**config.mk**
```make
export PLATFORM = sky130hd
export DESIGN_NAME = dma_stall_watchdog
export DESIGN_NICKNAME = d
export VERILOG_FILES = /design/src/rtl/dsw_pkg.sv /design/src/rtl/dsw_interval_decode.sv /design/src/rtl/dsw_idle_counter.sv /design/src/rtl/dsw_flag_irq.sv /design/src/rtl/dma_stall_watchdog.sv
export SDC_FILE = /design/constraint.sdc
export NUM_CORES = 1
export LEC_CHECK = 0
export ABC_AREA = 1
export BUFFER_PORTS_ARGS = -buffer_cell sky130_fd_sc_hd__buf_2
export CAP_MARGIN = 15
export CORE_MARGIN = 2
export CORE_UTILIZATION = 60
export CTS_CLUSTER_DIAMETER = 30
export DETAILED_ROUTE_END_ITERATION = 6
export GPL_TIMING_DRIVEN = 0
export PLACE_DENSITY_LB_ADDON = 0.15
export SLEW_MARGIN = 20
export SYNTH_ARGS = -nofsm -noshare
export SYNTH_HDL_FRONTEND = slang
export SYNTH_HIERARCHICAL = 1
export SYNTH_SLANG_ARGS = --single-unit
```
**constraint.sdc**
```tcl
create_clock -name clk -period 2.95 [get_ports clk]
set_input_delay 0.295 -clock clk [delete_from_list [all_inputs] [get_ports clk]]
set_output_delay 0.295 -clock clk [all_outputs]
set_load 0.02 [all_outputs]
```
**src/rtl/dsw_pkg.sv**
```systemverilog
package dsw_pkg;

  // Idle-counter width: large enough to hold the longest interval minus one
  // (2^(2^code_w - 1 + base_shift) - 1), plus a spare bit for comparisons.
  function automatic int unsigned cnt_width(input int unsigned code_w,
                                            input int unsigned base_shift);
    return (1 << code_w) - 1 + base_shift + 1;
  endfunction

  // Highest usable code for a given code width.
  function automatic int unsigned max_code(input int unsigned code_w);
    return (1 << code_w) - 1;
  endfunction

endpackage

```
**src/rtl/dsw_interval_decode.sv**
```systemverilog
module dsw_interval_decode #(
  parameter int unsigned CODE_W     = 3,
  parameter int unsigned BASE_SHIFT = 7,
  parameter int unsigned CNT_W      = 15
) (
  input  logic [CODE_W-1:0] code_i,
  output logic              enabled_o,
  output logic [CNT_W-1:0]  limit_m1_o
);

  localparam int unsigned NUM_CODES = 1 << CODE_W;

  logic [CNT_W-1:0] limit_tab [NUM_CODES];

  // One entry per code; code 0 is the disabled slot and carries no limit.
  for (genvar g = 0; g < NUM_CODES; g++) begin : g_tab
    if (g == 0) begin : g_off
      assign limit_tab[g] = '0;
    end else begin : g_on
      assign limit_tab[g] = CNT_W'((64'd1 << (g + BASE_SHIFT)) - 64'd1);
    end
  end

  assign enabled_o  = (code_i != '0);
  assign limit_m1_o = limit_tab[code_i];

endmodule

```
**src/rtl/dsw_idle_counter.sv**
```systemverilog
module dsw_idle_counter #(
  parameter int unsigned CNT_W = 15
) (
  input  logic             clk,
  input  logic             rst,
  input  logic             restart_i,
  input  logic             hold_i,
  output logic [CNT_W-1:0] cnt_o
);

  localparam logic [CNT_W-1:0] CNT_MAX = '1;

  always_ff @(posedge clk) begin
    if (rst || restart_i) begin
      cnt_o <= '0;
    end else if (!hold_i && cnt_o != CNT_MAX) begin
      cnt_o <= cnt_o + 1'b1;
    end
  end

endmodule

```
**src/rtl/dsw_flag_irq.sv**
```systemverilog
module dsw_flag_irq (
  input  logic clk,
  input  logic rst,
  input  logic clr_i,
  input  logic hit_i,
  input  logic irq_en_i,
  output logic flag_o,
  output logic irq_o
);

  logic flag_d;

  // Clear takes priority over a new hit arriving on the same edge.
  always_comb begin
    if (clr_i) begin
      flag_d = 1'b0;
    end else begin
      flag_d = flag_o | hit_i;
    end
  end

  always_ff @(posedge clk) begin
    if (rst) begin
      flag_o <= 1'b0;
      irq_o  <= 1'b0;
    end else begin
      flag_o <= flag_d;
      irq_o  <= flag_d & irq_en_i;
    end
  end

endmodule

```
**src/rtl/dma_stall_watchdog.sv**
```systemverilog
module dma_stall_watchdog #(
  parameter int unsigned CODE_W     = 3,
  parameter int unsigned BASE_SHIFT = 7
) (
  input  logic              clk,
  input  logic              rst,
  input  logic              bus_access_i,
  input  logic [CODE_W-1:0] interval_code_i,
  input  logic              err_irq_en_i,
  input  logic              stall_clr_i,
  output logic              stall_flag_o,
  output logic              err_irq_o
);

  localparam int unsigned CNT_W = dsw_pkg::cnt_width(CODE_W, BASE_SHIFT);

  logic             det_enabled;
  logic [CNT_W-1:0] limit_m1;
  logic [CNT_W-1:0] idle_cnt;
  logic             cnt_restart;
  logic             stall_hit;
  logic             flag_q;

  dsw_interval_decode #(
    .CODE_W    (CODE_W),
    .BASE_SHIFT(BASE_SHIFT),
    .CNT_W     (CNT_W)
  ) u_decode (
    .code_i    (interval_code_i),
    .enabled_o (det_enabled),
    .limit_m1_o(limit_m1)
  );

  assign cnt_restart = bus_access_i | stall_clr_i | ~det_enabled;

  dsw_idle_counter #(
    .CNT_W(CNT_W)
  ) u_counter (
    .clk      (clk),
    .rst      (rst),
    .restart_i(cnt_restart),
    .hold_i   (flag_q),
    .cnt_o    (idle_cnt)
  );

  // An access in the final cycle counts as on time; >= covers a shortened code.
  assign stall_hit = det_enabled & ~flag_q & ~bus_access_i & ~stall_clr_i &
                     (idle_cnt >= limit_m1);

  dsw_flag_irq u_flag (
    .clk     (clk),
    .rst     (rst),
    .clr_i   (stall_clr_i),
    .hit_i   (stall_hit),
    .irq_en_i(err_irq_en_i),
    .flag_o  (flag_q),
    .irq_o   (err_irq_o)
  );

  assign stall_flag_o = flag_q;

endmodule

```
# Word level (Yosys, flattened, before mapping)
# Memory sizes are Yosys's and may differ from the RTL's.
# Index checks and enable logic that the tools add are counted.
# word_totals
out_inout_bits,2
wordCells,28
in_bits,8
latch_bits,0
memories,1
romBits,120
ramBits,0
regBits,17
# memory_table
memory,depth,width,read_ports,rd_ports_with_merged_regs,write_ports,line,source
(no name shown),8,15,1,0,0,dsw_interval_decode.sv:25,assign limit_m1_o = limit_tab[code_i];
# op_classes
multipliers,0
n_lt_le_gt_ge,2
n_div,0
muxes,3
reduce_logical,4
shift,0
bitwise,13
addsub,1
eq_ne,1
# op_table
op,n
$mux W15,2
$add A15 B1 Y15 const B,1
$ge A15 B15 Y1,1
$ne A15 B15 Y1 const B,1
$and A1 B1 Y1,5
$ge A4 B4 Y1 const B,1
$not A1 Y1,4
$not A3 Y4,1
$or A1 B1 Y1,3
$reduce_bool A3 Y1,1
$logic_and A1 B1 Y1,1
$logic_not A1 Y1,1
$logic_or A1 B1 Y1,1
$mux W1,1

# Depth between registers and ports, before layout
# depth
depth_word,9
ltp_mapped,17
depth_no_buf,16

# Cells and area by module
# Netlist, hierarchy kept.
# modules_own_cells
mod,instances,seq_area_each_um2,cells_each,area_each_um2
dsw_idle_counter,1,300.3,134,863.3
dma_stall_watchdog,1,0.0,87,486.7
dsw_interval_decode,1,0.0,23,122.6
dsw_flag_irq,1,40.0,10,72.6

# Worst setup path before layout
# No wires, ideal clock.
# synth_path
path_kind,in2reg
start,input interval_code_i[2]
end,register u_flag.flag_o
setup_time_ns,0.112
t_arrival_ns,1.614
n_path_buf,1
cell_stages,15
required_ns,2.838
setup_slack_ns,1.224
path_cell_list,nor2_1 > nand2_1 > buf_4 > inv_1 > ha_1 > nand2_1 > inv_2 > a21oi_1 > a21oi_2 > nor2_1 > nor2_1 > inv_1 > nand2_1 > nand2_1 > inv_1
# synth_between
elab_chain_cells,8
word_cells_on_any_way,12
cone_classes,order compare (1); mux (3); bitwise (6); reduce/logical (1); memory (1)
# synth_lines
element,line,source
from (decl),dma_stall_watchdog.sv:8,"input logic [CODE_W-1:0] interval_code_i,"
$not A3 Y4 (implied by the code),dsw_interval_decode.sv:25,
$mem_v2 Z8 W15,--,
$mux W15 (implied by the code) (2 in series),dsw_interval_decode.sv:25,
named net limit_m1[0],dma_stall_watchdog.sv:18,logic [CNT_W-1:0] limit_m1;
$ge A15 B15 Y1,dma_stall_watchdog.sv:48,(idle_cnt >= limit_m1);
$and A1 B1 Y1,dma_stall_watchdog.sv:47,assign stall_hit = det_enabled & ~flag_q & ~bus_access_i & ~stall_clr_i &
named net stall_hit,dma_stall_watchdog.sv:21,logic stall_hit;
$or A1 B1 Y1,dsw_flag_irq.sv:18,flag_d = flag_o | hit_i;
$mux W1,dsw_flag_irq.sv:15,if (clr_i) begin
to (signal assigned),dsw_flag_irq.sv:27,flag_o <= flag_d;
to (decl),dsw_flag_irq.sv:7,"output logic flag_o,"
# The timed path passes the listed nets, and every way through them passes these cells. The select of a mux whose other input is x is not followed.
# A chain may end at the register's enable or synchronous reset.

# Worst setup path in the final report
# Same ends and word-level chain as after synthesis.

==> results.sh <==
export IMPL_crit_type="in2reg"
export IMPL_irDropWorstVdd_uv=325
export IMPL_clock_fmax_mhz=549
export IMPL_crit_fanout=8
export IMPL_holdPathStages=3
export IMPL_drive_gt1_share_pct=16.5
export IMPL_grt_max_degree=11
export IMPL_synth_xor_area_share_pct=0
export IMPL_ys_warn_count=6
export IMPL_gp_routability_congestion=0.855
export IMPL_numPortBuffers=9
export IMPL_post_cts_buffers=0
export IMPL_worst_hold_path_endpoint="u_flag/irq_o"
export IMPL_r2r_end="u_flag/flag_o"
export IMPL_cts_resized=0
export IMPL_power_uw=407
export IMPL_hpwl_mm=2.36
export IMPL_ys_seq_area_share_pct=22.0
export IMPL_hp_start="err_irq_en_i"
export IMPL_globalRouteOverflowTotal=0
export IMPL_chipHeight_um=54.8
export IMPL_hold_slack_ns=0.222
export IMPL_clk_pin_slew_ns=0.10
export IMPL_viasPerCell=4.82
export IMPL_outcome="complete, no violations"
export IMPL_grt_pass1_wl_mm=4.85
export IMPL_antenna_found_initial=0
export IMPL_fin_nets=292
export IMPL_maxCapViolCount=0
export IMPL_yosys_area_share_simple_pct=42.0
export IMPL_arrival_ns=2.02
export IMPL_synth_cell_types=24
export IMPL_required_ns=3.15
export IMPL_p_leak_nw=0.898
export IMPL_wire_per_inst_um=9.60
export IMPL_worstSkewPairLatency_ns=0.29
export IMPL_powerDensity_nw_per_um2=246
export IMPL_drt_wl_total_mm=2.85
export IMPL_hp_class="in2reg"
export IMPL_fin_setup_tns_ns=0
export IMPL_reg2reg_depth=13
export IMPL_antenna_left=0
export IMPL_reg2reg_from="u_counter/cnt_o[9]"
export IMPL_synth_nets=278
export IMPL_grt_pass1_vias=1196
export IMPL_dieArea_um2=3000
export IMPL_clock_skew_final_ns=0.00152
export IMPL_first_pass_iters=4
export IMPL_diodes=0
export IMPL_finalHoldViolCount=0
export IMPL_synth_cells=254
export IMPL_period_share_pct=61.7
export IMPL_cts_tree="yes"
export IMPL_h_tree_depth=1
export IMPL_synth_fa_ha_area_share_pct=13.0
export IMPL_ys_seq_elements=17
export IMPL_fin_crit_ns=1.82
export IMPL_clockBufferDepth=2
export IMPL_synth_top_family_by_area="simple AND/OR/NAND/NOR gates"
export IMPL_cts_hold_buf=0
export IMPL_maxSlewViolCount=0
export IMPL_area_delta_synth_final_pct=7.04
export IMPL_endpoint_kind="flip-flop"
export IMPL_placementRows=18
export IMPL_cts_buffers=3
export IMPL_synth_compound_area_share_pct=5.43
export IMPL_initialDrtViolationCount=33
export IMPL_core_um2=2450
export IMPL_num_io_pins=10
export IMPL_setup_viol_count_final=0
export IMPL_cts_sinks=17
export IMPL_remaining_drc_errors=0
export IMPL_synth_area_mux_share_pct=0
export IMPL_start_util_pct=62.9
export IMPL_track_usage_pct=22.2
export IMPL_die_x_um=54.8
export IMPL_startpoint_type="primary input"
export IMPL_routed_via_count=1431
export IMPL_r2r_slack_ns=1.33
export IMPL_synth_area_per_cell_um2=6.08
export IMPL_cts_root_buf="clkbuf_4"
export IMPL_rsz0062_at_grt="false"
export IMPL_synth_area_um2=1550
[metrics by stage]
step                cell area (µm²)  cells  setup WS (ns)  utilization (%)
finish                         1650    297           1.13             67.4
global route                   1650    297          0.887             67.4
CTS                            1650    297           1.11             67.4
detailed placement             1630    293          0.812             66.3
global placement               1630    293          0.813             66.3
floorplan                      1550    254           1.22                -
[critical path, cell delays in order]
cell	delay (ns)
buf_2	0.13
nor2_1	0.13
nand2_1	0.20
buf_4	0.20
inv_1	0.05
ha_1	0.22
nand2_1	0.09
inv_2	0.04
a21oi_1	0.17
a21oi_2	0.07
nor2_1	0.13
nor2_1	0.05
inv_1	0.05
nand2_1	0.04
nand2_1	0.09
inv_1	0.05
[metal layers]
layer	track usage (%)	routed length (µm)	vias up
met5	0	0	-
met3	1.64	58	2
met2	38.1	1320	14
met1	29.1	1460	626
met4	7.50	17	0
li1	-	-	789
[worst max-delay path by stage]
stage          depth (start not counted)             to  slack (ns)                from
6_report                              16  u_flag/flag_o        1.13  interval_code_i[2]
5_1_grt                               18  u_flag/flag_o        0.89  interval_code_i[2]
4_1_cts                               16  u_flag/flag_o        1.11  interval_code_i[2]
3_5_place_dp                          16  u_flag/flag_o        0.81  interval_code_i[2]
3_3_place_gp                          16  u_flag/flag_o        0.81  interval_code_i[2]
2_1_floorplan                         15  u_flag/flag_o        1.22  interval_code_i[2]
[cell type report]
cell class | count | area (µm²)
inverter | 49 | 184
timing repair buffer | 9 | 45.0
sequential | 17 | 340
buffer | 11 | 83.8
clock buffer | 4 | 26.3
tap | 30 | 37.5
fill | 249 | 801
multi-input combinational | 177 | 937
[registers in the layout, indices dropped and copies added (netlist names)]
name,flops
u_flag/flag_o,1
u_counter/cnt_o,15
u_flag/irq_o,1
[layout by cell type, fill, tap and decap left out]
master    count
or2_2         1
o21ai_0       1
clkbuf_1      1
nor2_2        6
nor2_4        3
o21ai_1       1
dfxtp_1      17
nand2_1      73
nand4_1       3
nand3b_1      2
nor3_1        1
inv_2         4
a21oi_1      13
buf_4         9
a21oi_2       1
ha_1         16
nand2_2       3
nand4_4       1
conb_1        1
clkbuf_4      3
nand3_2       2
buf_2        10
nor2_1       37
nand3_1      12
inv_1        45
buf_6         1
[cells by family (layout without fill, tap and decap cells)]
family | Yosys count | count (layout)
buffers and inverters | 60 | 73
other | 1 | 1
AOI/OAI and AO/OA | 16 | 16
DFF | 17 | 17
and+or+nand+nor | 144 | 144
adders and majority gates | 16 | 16
[report_power, final]
part / internal (mW) / switching, mW / leakage [nW]
clock: 0.0525 / 0.0741 / 0.0150
sequential: 0.230 / 0.000906 / 0.137
combinational: 0.0225 / 0.0272 / 0.746
[synthesized netlist by cell type]
library cell | instances | area [µm²]
inv_2 | 4 | 15.0
or2_2 | 1 | 6.26
nor3_1 | 1 | 5.00
conb_1 | 1 | 3.75
buf_2 | 1 | 5.00
nand4_4 | 1 | 21.3
buf_4 | 9 | 67.6
o21ai_0 | 1 | 5.00
nand3_2 | 2 | 20.0
a21oi_1 | 13 | 65.1
ha_1 | 16 | 200
nand3_1 | 12 | 60.1
nor2_4 | 3 | 33.8
buf_6 | 1 | 11.3
dfxtp_1 | 17 | 340
a21oi_2 | 1 | 8.76
nand2_2 | 3 | 18.8
inv_1 | 45 | 169
nor2_1 | 37 | 139
o21ai_1 | 1 | 5.00
nand4_1 | 3 | 18.8
nand2_1 | 73 | 274
nand3b_1 | 2 | 15.0
nor2_2 | 6 | 37.5
No activity file was read; power rests on OpenSTA's default activity.
